### src/rtl/snd_dma_pkg.sv
// Package: shared constants and types for the sound DMA pointer unit.
// Assumes the select field and value field positions below are fixed by the
// system address map; only widths that are local to this unit are parameters.
package snd_dma_pkg;

    // Position of the operation select field inside the write address.
    localparam int SEL_LO = 17;
    localparam int SEL_W  = 3;

    // Select codes understood by this unit (all others are ignored).
    localparam logic [SEL_W-1:0] OP_LOAD_START = 3'b100;
    localparam logic [SEL_W-1:0] OP_LOAD_END   = 3'b101;
    localparam logic [SEL_W-1:0] OP_FORCE_SWAP = 3'b110;

    // Value field: address bits VAL_HI..VAL_LO, moved up by VAL_SHIFT.
    localparam int VAL_LO    = 6;
    localparam int VAL_HI    = 20;
    localparam int VAL_SHIFT = 2;

    // One-hot decoded write command.
    typedef struct packed {
        logic load_start;
        logic load_end;
        logic force_swap;
    } snd_cmd_t;

endpackage

### src/rtl/snd_tick_div.sv
// Module: snd_tick_div
// Divides the processor clock down to the sample tick. The tick is high for
// one cycle out of every DIV, first on the DIV-th edge after reset release.
// Assumes DIV >= 2.
module snd_tick_div #(
    parameter int DIV = 24
) (
    input  logic clk,
    input  logic rst_n,
    output logic tick
);
    localparam int CW = (DIV > 2) ? $clog2(DIV) : 1;
    localparam logic [CW-1:0] LAST = CW'(DIV - 1);

    logic [CW-1:0] count_q;

    // Tick is asserted during the final count of each period.
    always_comb begin
        tick = (count_q == LAST);
    end

    // Free-running modulo-DIV counter.
    always_ff @(posedge clk) begin
        if (!rst_n) begin
            count_q <= '0;
        end else if (tick) begin
            count_q <= '0;
        end else begin
            count_q <= count_q + 1'b1;
        end
    end
endmodule

### src/rtl/snd_reg_decode.sv
// Module: snd_reg_decode
// Turns an address-only register write into a one-hot command and the buffer
// value extracted from the address. Purely combinational; the data bus is not
// an input. Assumes ADDR_W is wide enough to hold the shifted value field.
module snd_reg_decode
    import snd_dma_pkg::*;
#(
    parameter int ADDR_W = 26
) (
    input  logic              wr_en,
    input  logic [ADDR_W-1:0] wr_addr,
    output snd_cmd_t          cmd,
    output logic [ADDR_W-1:0] value
);
    localparam int OUT_LO = VAL_LO + VAL_SHIFT;
    localparam int OUT_HI = VAL_HI + VAL_SHIFT;

    logic [SEL_W-1:0] sel;

    // Pick the operation select out of the address.
    always_comb begin
        sel = wr_addr[SEL_LO +: SEL_W];
    end

    // Decode the select into a one-hot command, gated by the write strobe.
    always_comb begin
        cmd.load_start = wr_en && (sel == OP_LOAD_START);
        cmd.load_end   = wr_en && (sel == OP_LOAD_END);
        cmd.force_swap = wr_en && (sel == OP_FORCE_SWAP);
    end

    // Move the masked value field up to a 256-byte aligned address.
    always_comb begin
        value = '0;
        value[OUT_HI:OUT_LO] = wr_addr[VAL_HI:VAL_LO];
    end
endmodule

### src/rtl/snd_ptr_core.sv
// Module: snd_ptr_core
// Holds the current and queued buffers, advances the pointer on each tick,
// swaps or halts at the end of a buffer, and keeps the interrupt flag.
// A write in the same cycle as a tick is applied first (stage one), and the
// tick then works on the result (stage two). Assumes at most one command bit
// is set per cycle, which the decoder guarantees.
module snd_ptr_core
    import snd_dma_pkg::*;
#(
    parameter int ADDR_W = 26,
    parameter int STEP   = 16
) (
    input  logic              clk,
    input  logic              rst_n,
    input  logic              tick,
    input  snd_cmd_t          cmd,
    input  logic [ADDR_W-1:0] value,
    output logic [ADDR_W-1:0] fetch_addr,
    output logic              swap_pulse,
    output logic              irq,
    output logic              halted,
    output logic              next_valid
);
    localparam logic [ADDR_W-1:0] STEP_V = ADDR_W'(STEP);

    // Registered state.
    logic [ADDR_W-1:0] cur_ptr_q, cur_end_q, nxt_start_q, nxt_end_q;
    logic              valid_q, halt_q, irq_q, pulse_q;

    // Stage one: state after the register write.
    logic [ADDR_W-1:0] w_ptr, w_end, w_nstart, w_nend;
    logic              w_valid, w_halt, w_irq, w_swap;

    // Stage two: state after the tick.
    logic [ADDR_W-1:0] t_ptr, t_end, t_nend, t_adv;
    logic              t_valid, t_halt, t_irq, t_swap;

    // Stage one: apply a queued-start load, queued-end load or forced swap.
    always_comb begin
        w_ptr    = cur_ptr_q;
        w_end    = cur_end_q;
        w_nstart = nxt_start_q;
        w_nend   = nxt_end_q;
        w_valid  = valid_q;
        w_halt   = halt_q;
        w_irq    = irq_q;
        w_swap   = 1'b0;
        if (cmd.load_start) begin
            w_nstart = value;
            w_valid  = 1'b1;
            w_irq    = 1'b0;
        end
        if (cmd.load_end) begin
            w_nend = value;
        end
        if (cmd.force_swap) begin
            w_ptr   = nxt_start_q;
            w_end   = nxt_end_q;
            w_nend  = cur_end_q;
            w_valid = 1'b0;
            w_halt  = 1'b0;
            w_irq   = 1'b0;
            w_swap  = 1'b1;
        end
    end

    // Stage two: advance on a tick, then swap or halt at the buffer end.
    always_comb begin
        t_adv   = w_ptr + STEP_V;
        t_ptr   = w_ptr;
        t_end   = w_end;
        t_nend  = w_nend;
        t_valid = w_valid;
        t_halt  = w_halt;
        t_irq   = w_irq;
        t_swap  = w_swap;
        if (tick && !w_halt) begin
            if (t_adv != w_end) begin
                t_ptr = t_adv;
            end else if (w_valid) begin
                t_ptr   = w_nstart;
                t_end   = w_nend;
                t_nend  = w_end;
                t_valid = 1'b0;
                t_halt  = 1'b0;
                t_irq   = 1'b1;
                t_swap  = 1'b1;
            end else begin
                t_ptr  = t_adv;
                t_halt = 1'b1;
            end
        end
    end

    // State registers; reset leaves the unit halted with nothing queued.
    always_ff @(posedge clk) begin
        if (!rst_n) begin
            cur_ptr_q   <= '0;
            cur_end_q   <= '0;
            nxt_start_q <= '0;
            nxt_end_q   <= '0;
            valid_q     <= 1'b0;
            halt_q      <= 1'b1;
            irq_q       <= 1'b0;
            pulse_q     <= 1'b0;
        end else begin
            cur_ptr_q   <= t_ptr;
            cur_end_q   <= t_end;
            nxt_start_q <= w_nstart;
            nxt_end_q   <= t_nend;
            valid_q     <= t_valid;
            halt_q      <= t_halt;
            irq_q       <= t_irq;
            pulse_q     <= t_swap;
        end
    end

    // Drive the outputs straight from registers.
    always_comb begin
        fetch_addr = cur_ptr_q;
        swap_pulse = pulse_q;
        irq        = irq_q;
        halted     = halt_q;
        next_valid = valid_q;
    end
endmodule

### src/rtl/snd_dma_ptr.sv
// Module: snd_dma_ptr (top)
// Double-buffered sound DMA pointer unit: tick divider, address-only register
// decoder and pointer core. Assumes writes arrive as single-cycle strobes.
module snd_dma_ptr
    import snd_dma_pkg::*;
#(
    parameter int ADDR_W   = 26,
    parameter int STEP     = 16,
    parameter int TICK_DIV = 24
) (
    input  logic              clk,
    input  logic              rst_n,
    input  logic              wr_en,
    input  logic [ADDR_W-1:0] wr_addr,
    output logic [ADDR_W-1:0] fetch_addr,
    output logic              swap_pulse,
    output logic              irq
);
    logic              tick;
    snd_cmd_t          cmd;
    logic [ADDR_W-1:0] value;
    logic              halted;
    logic              next_valid;

    snd_tick_div #(
        .DIV(TICK_DIV)
    ) u_div (
        .clk  (clk),
        .rst_n(rst_n),
        .tick (tick)
    );

    snd_reg_decode #(
        .ADDR_W(ADDR_W)
    ) u_dec (
        .wr_en  (wr_en),
        .wr_addr(wr_addr),
        .cmd    (cmd),
        .value  (value)
    );

    snd_ptr_core #(
        .ADDR_W(ADDR_W),
        .STEP  (STEP)
    ) u_core (
        .clk       (clk),
        .rst_n     (rst_n),
        .tick      (tick),
        .cmd       (cmd),
        .value     (value),
        .fetch_addr(fetch_addr),
        .swap_pulse(swap_pulse),
        .irq       (irq),
        .halted    (halted),
        .next_valid(next_valid)
    );
endmodule

### config.mk
export PLATFORM = sky130hd
export DESIGN_NAME = snd_dma_ptr
export DESIGN_NICKNAME = d
export VERILOG_FILES = /design/src/rtl/snd_dma_pkg.sv /design/src/rtl/snd_tick_div.sv /design/src/rtl/snd_reg_decode.sv /design/src/rtl/snd_ptr_core.sv /design/src/rtl/snd_dma_ptr.sv
export SDC_FILE = /design/constraint.sdc
export NUM_CORES = 1
export LEC_CHECK = 0
export BUFFER_PORTS_ARGS = -buffer_cell sky130_fd_sc_hd__buf_2
export CORE_MARGIN = 2
export CORE_UTILIZATION = 30
export CTS_CLUSTER_SIZE = 25
export DETAILED_ROUTE_END_ITERATION = 16
export PLACE_DENSITY = 0.42
export SYNTH_ARGS = -nofsm -noshare
export SYNTH_HDL_FRONTEND = slang
export SYNTH_SLANG_ARGS = --single-unit
### constraint.sdc
create_clock -name clk -period 11.91 [get_ports clk]
set_clock_uncertainty 0.05 [all_clocks]
set_input_delay 0.5955 -clock clk [delete_from_list [all_inputs] [get_ports clk]]
set_output_delay 0.5955 -clock clk [all_outputs]
set_load 0.01 [all_outputs]
==> metrics.cfg, run 1 <==
[floorplanning]
die_h_um = 158.1
initial_core_util_pct = 30.43
coreArea_um2 = 23400
top_level_ports = 57
rows = 56
die_x_um = 158.1
die-area_um2 = 24990

[yosys]
ys.flop_type = dfxtp_1
ys_warn_count = 0
ys_types = 73
async_reset_ff_share_pct = 0
netlist_top_cells_count = nand2_1 (130), dfxtp_1 (113), nor2_1 (88)
synth_seq_cells = 113
synth_fp_nets = 913
synth_edf_count = 0
avgSynthCellArea_um2 = 8.075
synth_top_area_share_pct = 31.76
yosysMostFrequentCell = nand2_1
synthCells = 882
yosysTopAreaCell = dfxtp_1
syn_area_um2 = 7122
yosys-top-cells-area = dfxtp_1 (32%), nand2_1 (6.9%), mux2i_1 (6.3%)
ys_seq_area_share_pct = 31.76

[worst_hold_path]
hold_path_depth = 1
holdPathEnd = u_div.count_q[0]
worstHoldPathType = reg -> reg
hold_start = u_div.count_q[0]

[cts]
cts_sinks = 113
cts_buffers = 17
cts_buffer_depth = 2
cts_setup_buffers = 0
cts_hold_buf = 0
root_buffer = clkbuf_16
clk_pin_slew_ns = 0.06
tritoncts = done
htree_levels = 4
cts_resized = 0
worstSkewPairLatency_ns = 0.42

[worst_setup_path]
cp_max_fo = 40
slowest_delay_ns = 0.64
r2r_cells = 13
critPathTopFamily = simple AND/OR/NAND/NOR gates
r2r_end = u_core.nxt_end_q[15]
cp-end-kind = flip-flop
rrSetupSlack_ns = 6.91
cp_data_required_time_ns = 12.21
critical_path_class = in -> reg
cp_slowest_cell = and4b_4
critical_path_buf_inv_count = 2
crit_chain = buf_2, and4b_4, nand2_1, nand2_1, ha_1, nand3_1, nor4_1, o211ai_1, mux2_2, nor4_1, o2111a_1, and4_2, buf_4, mux2_2, nor2_1
rr_startpoint = u_core.nxt_start_q[4]
crit_arrival_ns = 5.79
startpoint_type = input port

[placement]
post_dp_cell_area_um2 = 7536
hpwl_mm = 15.56
io_buffer_count = 45
placed_cells = 1196
gp_congestion = 0.7704

[routing]
drtIter0Drc = 499
via_count = 6524
drt.antenna.violating_nets = 0
drc_errors = 0
detail_route.wl_per_cell_um = 18.79
vias_per_cell = 5.313
first_pass_iters = 5
routed_wl_mm = 23.08

[sta]
worst_pin_slew_ns = 0.9805
period_minus_slack_ns = 5.488
final_max_slew_viol_count = 0
tns_ns = 0
max_slew_margin_pct = 34.29
setup_viol = 0
hold_viol = 0
fmax_mhz = 182.2
whs_ns = 0.3952
finalCritPeriodShare_pct = 46.08
rsz0062_at_grt = false

[grt]
antenna_found_initial = 0
grt_max_degree = 73
grt_first_pass_wirelength_mm = 36.32
grt_usage_pct = 19.18
grt_pass1_vias = 6260
overflow = 0

[power_and_ir_drop]
p_leak_nw = 3.187
cellPowerDensity_nw_per_um2 = 123.3
peakVddDrop_uv = 53.57

[cells_and_area]
finish.instance_area_um2 = 8139
utilization_pct = 34.78
nFillCells = 2496
nets = 927
drive_gt1_share_pct = 15.73
instances_no_fill = 1228
n_antenna_cell = 0
area_growth_pct = 14.28

[status]
status = finished clean

[run]
maxCapViolCount = 0

-- layer usage --
layer | track usage (%) | vias up | routed length [µm]
li1 | - | 3221 | -
met1 | 26.65 | 3145 | 11330
met2 | 30.72 | 133 | 10620
met3 | 3.066 | 25 | 845
met4 | 5.363 | 0 | 286
met5 | 0 | - | 0
-- where the power goes --
| group | total (W) | switching (W) | internal [W] |
|---|---|---|---|
| combinational | 0.0000795 | 0.0000492 | 0.0000303 |
| clock | 0.000529 | 0.000206 | 0.000322 |
| sequential | 0.000396 | 0.0000107 | 0.000385 |
| total | 0.00100 | 0.000266 | 0.000738 |
-- flip-flops by register name, indices dropped and copies added, names as in the netlist --
| register | cells |
|---|---|
| u_core.cur_end_q | 26 |
| u_core.fetch_addr | 26 |
| u_core.nxt_end_q | 26 |
| u_core.nxt_start_q | 26 |
| u_div.count_q | 5 |
| u_core.halted | 1 |
| u_core.irq | 1 |
| u_core.next_valid | 1 |
| u_core.swap_pulse | 1 |
-- area by class of cell --
cell class | instances | area [µm²] | area share [%]
Sequential cell | 113 | 2262 | 27.79
Clock buffer | 19 | 452.9 | 5.565
Tap cell | 319 | 399.1 | 4.904
Timing Repair Buffer | 57 | 315.3 | 3.874
Multi-Input combinational cell | 697 | 4522 | 55.56
Clock inverter | 13 | 150.1 | 1.845
Inverter | 10 | 37.54 | 0.4612
-- worst max path at each step --
stage	from	to	slack, ns	depth (start not counted)
2_1_floorplan	wr_addr[18]	u_core.nxt_end_q[20]	6.63	23
6_report	wr_addr[17]	u_core.nxt_end_q[15]	6.42	15
3_5_place_dp	wr_addr[17]	u_core.nxt_end_q[16]	5.99	15
4_1_cts	wr_addr[17]	u_core.nxt_end_q[15]	6.40	15
3_3_place_gp	wr_addr[17]	u_core.nxt_end_q[16]	5.98	15
5_1_grt	wr_addr[17]	u_core.nxt_end_q[18]	5.95	15
-- through the flow --
step,worst slack (ns),power [W]
after floorplan,6.628,0.0004564
after global placement,5.978,0.0004836
after detailed placement,5.991,0.0004838
after CTS,6.405,0.001017
after global routing,5.946,0.001040
final,6.422,0.001004
-- layout by cell type (no fill, tap or decap), types with 12 or more instances in the layout --
cell | synthesis | final
buf_2 | 15 | 45
nand2_1 | 130 | 130
xnor2_1 | 36 | 36
nand4_1 | 16 | 16
a221o_1 | 15 | 15
mux2i_1 | 45 | 45
mux2_2 | 24 | 24
and3_1 | 24 | 24
nor3_1 | 26 | 26
xor2_1 | 20 | 20
clkbuf_16 | 0 | 17
o21ai_0 | 22 | 22
nand3_1 | 29 | 28
a211oi_1 | 16 | 16
nor2_1 | 88 | 88
a21oi_1 | 49 | 49
a31oi_1 | 12 | 12
dfxtp_1 | 113 | 113
and2_1 | 15 | 15
buf_4 | 3 | 12
-- cells by family (layout without fill, tap and decap cells) --
group	Yosys count	after routing	share of synthesized area, %
DFF	113	113	31.76
AOI/OAI and AO/OA	167	167	16.53
and+or+nand+nor	395	395	27.76
xor gates and xnor gates	56	56	6.887
muxes	77	77	11.75
buffers and inverters	72	99	4.954
adders and majority gates	2	2	0.3513
(Power assumes the default switching activity.)
==> run 2: changes to the inputs <==
==> constraint.sdc (replaced) <==
create_clock -name clk -period 5.1 [get_ports clk]
set_clock_uncertainty 0.05 [all_clocks]
set_input_delay 0.255 -clock clk [delete_from_list [all_inputs] [get_ports clk]]
set_output_delay 0.255 -clock clk [all_outputs]
set_load 0.01 [all_outputs]
==> metrics.cfg, run 2 (synthesized netlist as in run 1, its figures left out) <==
[placement]
io_buffer_count = 45  ; unchanged
gp_congestion = 0.8185  ; was 0.7704
placed_cells = 1205  ; was 1,196
hpwl_mm = 16.22  ; was 15.56 mm
post_dp_cell_area_um2 = 7599  ; was 7536 µm²
pre_cts_slack_ns = 0.7195  ; was 5.991 ns

[grt]
grt_usage_pct = 19.56  ; was 19.18%
grt_max_degree = 53  ; was 73
top_usage_layer = met2  ; unchanged
met1_usage_pct = 27.61  ; was 26.65%
grt_pass1_vias = 6183  ; was 6,260
grtUsageMet3_pct = 2.929  ; was 3.066%
antenna_found_initial = 0  ; unchanged
use_met2_pct = 30.91  ; was 30.72%
overflow = 0  ; unchanged
grt_first_pass_wirelength_mm = 36.67  ; was 36.32 mm

[cells_and_area]
ff_latch_area_um2 = 2262  ; unchanged
instances_no_fill = 1237  ; was 1,228
area_growth_pct = 15.09  ; was 14.28%
final_cell_mix = nand2_1 (130), dfxtp_1 (113), nor2_1 (88), a21oi_1 (49)  ; unchanged
finish.instance_area_um2 = 8197  ; was 8139 µm²
drive_gt1_share_pct = 16.45  ; was 15.73%
nFillCells = 2532  ; was 2,496
final_common_cell = nand2_1  ; unchanged
multi_input_area_um2 = 4517  ; was 4522 µm²
nets = 937  ; was 927
n_antenna_cell = 0  ; unchanged

[floorplanning]
die_x_um = 158.1  ; unchanged
coreArea_um2 = 23400  ; unchanged
die_h_um = 158.1  ; unchanged
initial_core_util_pct = 30.43  ; unchanged
rows = 56  ; unchanged
top_level_ports = 57  ; unchanged
die-area_um2 = 24990  ; unchanged

[sta]
tns_ns = 0  ; unchanged
whs_ns = 0.06756  ; was 0.3952 ns
setup_viol = 0  ; unchanged
rsz0062_at_grt = false  ; unchanged
max_slew_margin_pct = 25.07  ; was 34.29%
setup_ws_ns = 0.9553  ; was 6.422 ns
worst_pin_slew_ns = 1.118  ; was 0.9805 ns
final_max_slew_viol_count = 0  ; unchanged
fmax_mhz = 241.3
hold_viol = 0  ; unchanged
finalCritPeriodShare_pct = 81.27
period_minus_slack_ns = 4.145

[status]
status = finished clean  ; unchanged

[routing]
routed_wl_mm = 23.50  ; was 23.08 mm
via_count = 6456  ; was 6,524
drt.antenna.violating_nets = 0  ; unchanged
drc_errors = 0  ; unchanged
vias_per_cell = 5.219  ; was 5.313
detail_route.wl_per_cell_um = 19.00  ; was 18.79 µm
first_pass_iters = 5  ; unchanged
drtIter0Drc = 388  ; was 499

[cts]
cts_setup_buffers = 0  ; unchanged
root_buffer = clkbuf_16  ; unchanged
cts_hold_buf = 0  ; unchanged
cts_resized = 0  ; unchanged
cts_sinks = 113  ; unchanged
htree_levels = 4  ; unchanged
cts_buffer_depth = 2  ; unchanged
clk_pin_slew_ns = 0.06  ; about the same
cts_buffers = 17  ; unchanged
worstSkewPairLatency_ns = 0.42  ; about the same
tritoncts = done  ; unchanged

[power_and_ir_drop]
p_leak_nw = 3.217  ; was 3.187 nW
cellPowerDensity_nw_per_um2 = 281.2  ; was 123.3 nW/µm²
peakVddDrop_uv = 165.2  ; was 53.57 µV

[worst_hold_path]
worstHoldPathType = in -> reg  ; was reg -> reg

[worst_setup_path]
cp-end-kind = flip-flop  ; unchanged
crit_arrival_ns = 4.44  ; was 5.79 ns
startpoint_type = flip-flop  ; was input port
critical_path_class = reg -> reg  ; was in -> reg
cp_data_required_time_ns = 5.40  ; was 12.21 ns
cp_max_fo = 30  ; was 40

[run]
maxCapViolCount = 0  ; unchanged

==> run 2: metal layers <==
metal	vias up	part of all wire, %
met2	104	46
met4	0	1.2
met1	3105	50
li1	3232	-
met3	15	2.7
met5	-	0
==> run 2: layout make-up <==
cell class	instances	share of cell area, %
Clock buffer	19	5.526
Multi-Input combinational cell	697	55.11
Sequential cell	113	27.60
Timing Repair Buffer	67	4.808
Clock inverter	12	1.633
Inverter	10	0.4579
Tap cell	319	4.869
==> run 2: worst paths after layout <==
check / from / endpoint / slack, ns / depth (start not counted)
max reg2reg: u_core.nxt_start_q[4] / u_core.nxt_end_q[10] / 0.96 / 14
min reg2reg: u_div.count_q[0] / u_div.count_q[0] / 0.40 / 1
min: wr_addr[16] / u_core.nxt_start_q[18] / 0.07 / 3
max: u_core.nxt_start_q[4] / u_core.nxt_end_q[10] / 0.96 / 14
==> run 2: through the flow <==
stage / util, % / total power [W]
after global placement: 32.47 / 0.001130
after CTS: 34.98 / 0.002337
after detailed placement: 32.47 / 0.001130
final: 35.02 / 0.002305
after global routing: 35.02 / 0.002401
after floorplan: - / 0.001066
==> run 2: worst max-delay path, cell delays in order (launching register included) <==
cell and delay (ns):
dfxtp_1 0.51, nand2_1 0.09, nand2_1 0.10, ha_1 0.36, buf_4 0.20, and4_1 0.25
and4_1 0.23, o211ai_1 0.16, mux2_2 0.36, nor4_1 0.33, o2111a_1 0.29, and4_2 0.30
buf_4 0.37, mux2_2 0.38, nor2_1 0.07
==> run 2: power by group <==
group | total, W | leakage (nW) | switching [W] | internal, W
clock network | 0.00119 | 0.273 | 0.000453 | 0.000742
registers | 0.000925 | 0.913 | 0.0000262 | 0.000899
logic | 0.000185 | 2.03 | 0.000114 | 0.0000717
total | 0.00231 | 3.22 | 0.000593 | 0.00171
